### config.mk
export PLATFORM = sky130hd
export DESIGN_NAME = burst_addr_seq
export DESIGN_NICKNAME = d
export VERILOG_FILES = /design/src/rtl/bas_pkg.sv /design/src/rtl/bas_load_qual.sv /design/src/rtl/bas_beat_counter.sv /design/src/rtl/bas_offset_map.sv /design/src/rtl/burst_addr_seq.sv
export SDC_FILE = /design/constraint.sdc
export NUM_CORES = 1
export LEC_CHECK = 0
export BUFFER_PORTS_ARGS = -buffer_cell sky130_fd_sc_hd__buf_2
export CORE_ASPECT_RATIO = 0.5
export CORE_MARGIN = 4
export CORE_UTILIZATION = 30
export DETAILED_ROUTE_END_ITERATION = 7
export GPL_TIMING_DRIVEN = 0
export SLEW_MARGIN = 5
export SYNTH_ARGS = -nofsm -noshare
export SYNTH_HDL_FRONTEND = slang
export SYNTH_SLANG_ARGS = --single-unit
### constraint.sdc
create_clock -name clk -period 1.4 [get_ports clk]
set_clock_uncertainty 0.2 [all_clocks]
set_input_delay 0.07 -clock clk [delete_from_list [all_inputs] [get_ports clk]]
set_output_delay 0.07 -clock clk [all_outputs]
set_load 0.05 [all_outputs]
### src/rtl/bas_pkg.sv
package bas_pkg;

   typedef enum logic {
      ORD_LINEAR     = 1'b0,
      ORD_INTERLEAVE = 1'b1
   } burst_order_e;

   // Number of beats for a beat field of the given width
   function automatic int unsigned beats_of(input int unsigned bw);
      return 32'd1 << bw;
   endfunction

endpackage

### src/rtl/bas_load_qual.sv
module bas_load_qual #(
   parameter int unsigned N_STRB = 2
) (
   input  logic              ce_ok_i,
   input  logic [N_STRB-1:0] strb_n_i,
   output logic              load_o
);

   generate
      if (N_STRB < 1) begin : g_bad_strb
         $error("bas_load_qual: N_STRB must be at least 1");
      end
   endgenerate

   logic [N_STRB-1:0] strb_act;

   genvar gi;
   generate
      for (gi = 0; gi < N_STRB; gi++) begin : g_strb
         assign strb_act[gi] = ~strb_n_i[gi];
      end
   endgenerate

   assign load_o = ce_ok_i & (|strb_act);

   // no strobe active or enables off means no load
   always_comb begin
      a_r3_no_load: assert ((ce_ok_i && (strb_n_i != {N_STRB{1'b1}})) || !load_o);
   end

endmodule

### src/rtl/bas_beat_counter.sv
module bas_beat_counter #(
   parameter int unsigned BEAT_W = 2
) (
   input  logic              clk,
   input  logic              rst,
   input  logic              ld_i,
   input  logic              step_i,
   output logic [BEAT_W-1:0] cnt_o
);

   generate
      if (BEAT_W < 1) begin : g_bad_beat
         $error("bas_beat_counter: BEAT_W must be at least 1");
      end
   endgenerate

   logic [BEAT_W-1:0] cnt_q;
   logic [BEAT_W-1:0] cnt_d;

   always_comb begin
      cnt_d = cnt_q;
      if (ld_i)
         cnt_d = '0;
      else if (step_i)
         cnt_d = cnt_q + 1'b1;   // natural wrap gives the block wrap
   end

   always_ff @(posedge clk) begin
      if (rst)
         cnt_q <= '0;
      else
         cnt_q <= cnt_d;
   end

   assign cnt_o = cnt_q;

   a_r9_load_clears: assert property (@(posedge clk) disable iff (rst)
      ld_i |=> (cnt_q == '0));

   a_r4_hold: assert property (@(posedge clk) disable iff (rst)
      (!ld_i && !step_i) |=> $stable(cnt_q));

   a_r8_step_wraps: assert property (@(posedge clk) disable iff (rst)
      (!ld_i && step_i && (cnt_q == {BEAT_W{1'b1}})) |=> (cnt_q == '0));

endmodule

### src/rtl/bas_offset_map.sv
module bas_offset_map #(
   parameter int unsigned BEAT_W = 2
) (
   input  logic [BEAT_W-1:0]    start_i,
   input  logic [BEAT_W-1:0]    cnt_i,
   input  bas_pkg::burst_order_e order_i,
   output logic [BEAT_W-1:0]    off_o
);

   logic [BEAT_W-1:0] off_xor;
   logic [BEAT_W-1:0] off_lin;

   genvar gi;
   generate
      for (gi = 0; gi < BEAT_W; gi++) begin : g_xor
         assign off_xor[gi] = start_i[gi] ^ cnt_i[gi];
      end
   endgenerate

   assign off_lin = start_i + cnt_i;

   assign off_o = (order_i == bas_pkg::ORD_INTERLEAVE) ? off_xor : off_lin;

   // beat zero always lands on the loaded offset in either order
   always_comb begin
      a_r8_first_beat: assert ((cnt_i != '0) || (off_o == start_i));
   end

endmodule

### src/rtl/burst_addr_seq.sv
module burst_addr_seq #(
   parameter int unsigned ADDR_W = 17,
   parameter int unsigned BEAT_W = 2
) (
   input  logic              clk,
   input  logic              rst,
   input  logic [ADDR_W-1:0] addr_i,
   input  logic              ce_ok_i,
   input  logic              strb_p_n_i,
   input  logic              strb_c_n_i,
   input  logic              adv_n_i,
   input  logic              mode_i,
   output logic [ADDR_W-1:0] addr_o
);

   localparam int unsigned HI_W = ADDR_W - BEAT_W;

   generate
      if (BEAT_W < 1 || BEAT_W >= ADDR_W) begin : g_bad_width
         $error("burst_addr_seq: need 1 <= BEAT_W < ADDR_W");
      end
   endgenerate

   logic              load;
   logic [BEAT_W-1:0] cnt;
   logic [BEAT_W-1:0] off;
   logic [ADDR_W-1:0] base_q;
   bas_pkg::burst_order_e order;

   assign order = bas_pkg::burst_order_e'(mode_i);

   bas_load_qual #(.N_STRB(2)) u_qual (
      .ce_ok_i  (ce_ok_i),
      .strb_n_i ({strb_c_n_i, strb_p_n_i}),
      .load_o   (load)
   );

   always_ff @(posedge clk) begin
      if (rst)
         base_q <= '0;
      else if (load)
         base_q <= addr_i;
   end

   bas_beat_counter #(.BEAT_W(BEAT_W)) u_cnt (
      .clk    (clk),
      .rst    (rst),
      .ld_i   (load),
      .step_i (~adv_n_i),
      .cnt_o  (cnt)
   );

   bas_offset_map #(.BEAT_W(BEAT_W)) u_map (
      .start_i (base_q[BEAT_W-1:0]),
      .cnt_i   (cnt),
      .order_i (order),
      .off_o   (off)
   );

   assign addr_o = {base_q[ADDR_W-1:BEAT_W], off};

   a_r2_capture: assert property (@(posedge clk) disable iff (rst)
      load |=> (addr_o == $past(addr_i)));

   a_r7_upper_hold: assert property (@(posedge clk) disable iff (rst)
      !load |=> $stable(addr_o[ADDR_W-1:BEAT_W]));

   a_r1_reset_zero: assert property (@(posedge clk)
      rst |=> (addr_o == '0));

   localparam int unsigned HI_W_CHK = HI_W;
   generate
      if (HI_W_CHK == 0) begin : g_no_hi
         $error("burst_addr_seq: no upper address bits");
      end
   endgenerate

endmodule

==> metrics.yaml <==
cts_inserted_buffers: 3
crit_arrival_ns: 1.16
setup_viol: 1
combPwrFrac: 0.269
gp_congestion: 0.637
synth_ff_type: "dfxtp_1"
p_switching_uw: 379
clk_path_buf_depth: 2
syn_inst: 101
grt_pass1_wl_mm: 3.06
drt-initial-drc-count: 14
path_clk_slew_ns: 0.07
violations: "negative setup slack"
intPower_uw: 935
drive_gt1_frac: 0.424
core-area_sq_um: 2670
critPathCaptureType: "output port"
grt_util_all_layers: 0.102
dp_worst_setup_slack_ns: 0.0635
routed_wl_mm: 1.91
routedWlPerCell_um: 9.43
cts_tree: "done"
cts_root_buffer: "clkbuf_8"
postRouteAntennaNets: 0
gr-total-overflow: 0
dr_total_vias: 804
crit_path_start_kind: "flop"
synth_top_area_share: 0.444
crit_required_ns: 1.13
cp_max_fo: 2
yosys-top-cells-area: "dfxtp_1 44%, nand2_1 14%, buf_4 13%"
h-tree-depth: 1
hold_path.class: "primary input to flop"
drc: 0
vias_per_cell: 3.98
place_hpwl_mm: 1.26
grt_max_degree: 11
timing.final.crit_share: 1.02
yosys.area.top_type: "dfxtp_1"
layout_min_cycle_time_ns: 1.43
cpMaxStageDelayCell: "dfxtp_2"
area_growth_pct: 63.4
fmax_mhz: 700
layout_setup_ws_ns: -0.0279
p_clk_frac: 0.283
synth-seq-area-share: 0.444
multi_input_area_sq_um: 348
hold_violations: 0
switching_share: 0.289
fin_nets: 191
yosys_register_bits: 19
drv_cap: 0
ios: 41
nFillCells: 263
rows: 13
numClockSinks: 19
rsz0062_at_grt: "yes"
grt_pass1_vias: 724
syn-cell-area_sq_um: 857
synth_edf_count: 0
async_flop_share: 0
die_y_um: 45.8
crit_path_cell_trace: "ha_4 > nor2b_4 > xnor2_2 > buf_6"
synth_area_per_cell_sq_um: 8.49
seqPwrFrac: 0.447
yosys_warnings: 0
diodes: 0
final_cell_mix: "38 x buf_2, 33 x nand2_1, 19 x dlygate4sd3_1"
cpPeakStageDelay_ns: 0.35
outcome: "complete, but fails checks"
total_leakage_power_nw: 0.676
fin_setup_tns_ns: -0.0279
port_buffers: 39
seqCellArea_sq_um: 383
max-slew-margin-rel: 0.696
report.final.slew_viol_count: 0
worst_slew_pin_slew_ns: 0.456
critPathKind: "flop to output port"
powerDensity_nw_per_um2: 938
dieArea_sq_um: 3830
antenna_found_initial: 0
die_w_um: 83.6
mostFrequentLayoutCell: "buf_2"
dr.pass1.iters: 4
synth_nets: 126
irDropWorstVdd_mv: 0.379
ys_types: 16
clkLatencyLatePin_ns: 0.25
initial_core_util: 0.321
critical path: cells and delay by family, from the launching register on:
family        cells  cell delay, ns
buf+inv           1            0.17
xor+xnor          1            0.11
flops             1            0.35
fa+ha+maj         1            0.12
simple gates      1            0.14
metal layers:
metal / vias to the layer above / track usage / wire length [um]
li1: 436 / - / -
met4: 0 / 0.0192 / 3
met5: - / 0 / 0
met3: 2 / 0.0397 / 113
met1: 348 / 0.111 / 847
met2: 18 / 0.199 / 941
power groups by stage:
stage | clock network, mW | registers [mW] | logic, mW
CTS | 0.391 | 0.586 | 0.354
finish | 0.372 | 0.588 | 0.354
detailed placement | 0 | 0.598 | 0.299
global route | 0.419 | 0.591 | 0.382
floorplan | 0 | 0.595 | 0.228
global placement | 0 | 0.597 | 0.297
stage by stage:
stage               hold WS [ns]  power [mW]  utilization  cell area, sq um  instances
detailed placement         0.117       0.897        0.415              1110        177
floorplan                0.00593       0.822            -               865        101
CTS                       0.0312        1.33        0.517              1380        202
finish                    0.0295        1.31        0.525              1400        202
global placement           0.112       0.894        0.415              1110        177
global route              0.0572        1.39        0.525              1400        202
worst paths after layout:
| kind | startpoint | endpoint | slack [ns] | cells past startpoint |
|---|---|---|---|---|
| min reg2reg | base_q[15]$_SDFFE_PP0P_ | base_q[15]$_SDFFE_PP0P_ | 0.25 | 2 |
| min | rst | base_q[9]$_SDFFE_PP0P_ | 0.03 | 2 |
| max reg2reg | u_cnt.cnt_o[0]$_SDFFE_PP0N_ | u_cnt.cnt_o[1]$_SDFFE_PP0N_ | 0.22 | 4 |
| max | u_cnt.cnt_o[0]$_SDFFE_PP0N_ | addr_o[1] | -0.03 | 4 |
synthesized netlist by cell type, types with 2 or more instances:
| master | count |
|---|---|
| dfxtp_1 | 19 |
| nand2_1 | 33 |
| nor2b_1 | 3 |
| a21oi_1 | 17 |
| buf_6 | 2 |
| buf_4 | 15 |
| xnor2_1 | 3 |
registers in the layout, indices dropped and copies added, names as in the netlist:
signal       flops
base_q          17
u_cnt.cnt_o      2
cells by family after synthesis:
logic type      count (synthesis)  share of synthesized area
compound gates                 19                      0.133
flops                          19                      0.444
fa+ha+maj                       1                     0.0146
xor+xnor                        3                     0.0307
simple gates                   39                      0.187
buf+inv                        20                      0.191
layout make-up:
type	count	area share
repair buffers	60	0.296
flip-flops and latches	19	0.273
multi-input cells	62	0.248
plain buffers	20	0.117
well taps	37	0.0331
clock buffers	4	0.0322
timing repair:
| action | CTS | global route |
|---|---|---|
| setup buffers | 1 | 0 |
| hold buffers | 20 | 0 |
| gates resized for setup | 8 | 3 |
| pin swaps | 1 | 1 |
| setup endpoints to repair | 1 | 7 |
| hold endpoints to repair | 19 | 0 |
No activity file was read; power rests on OpenSTA's default activity.
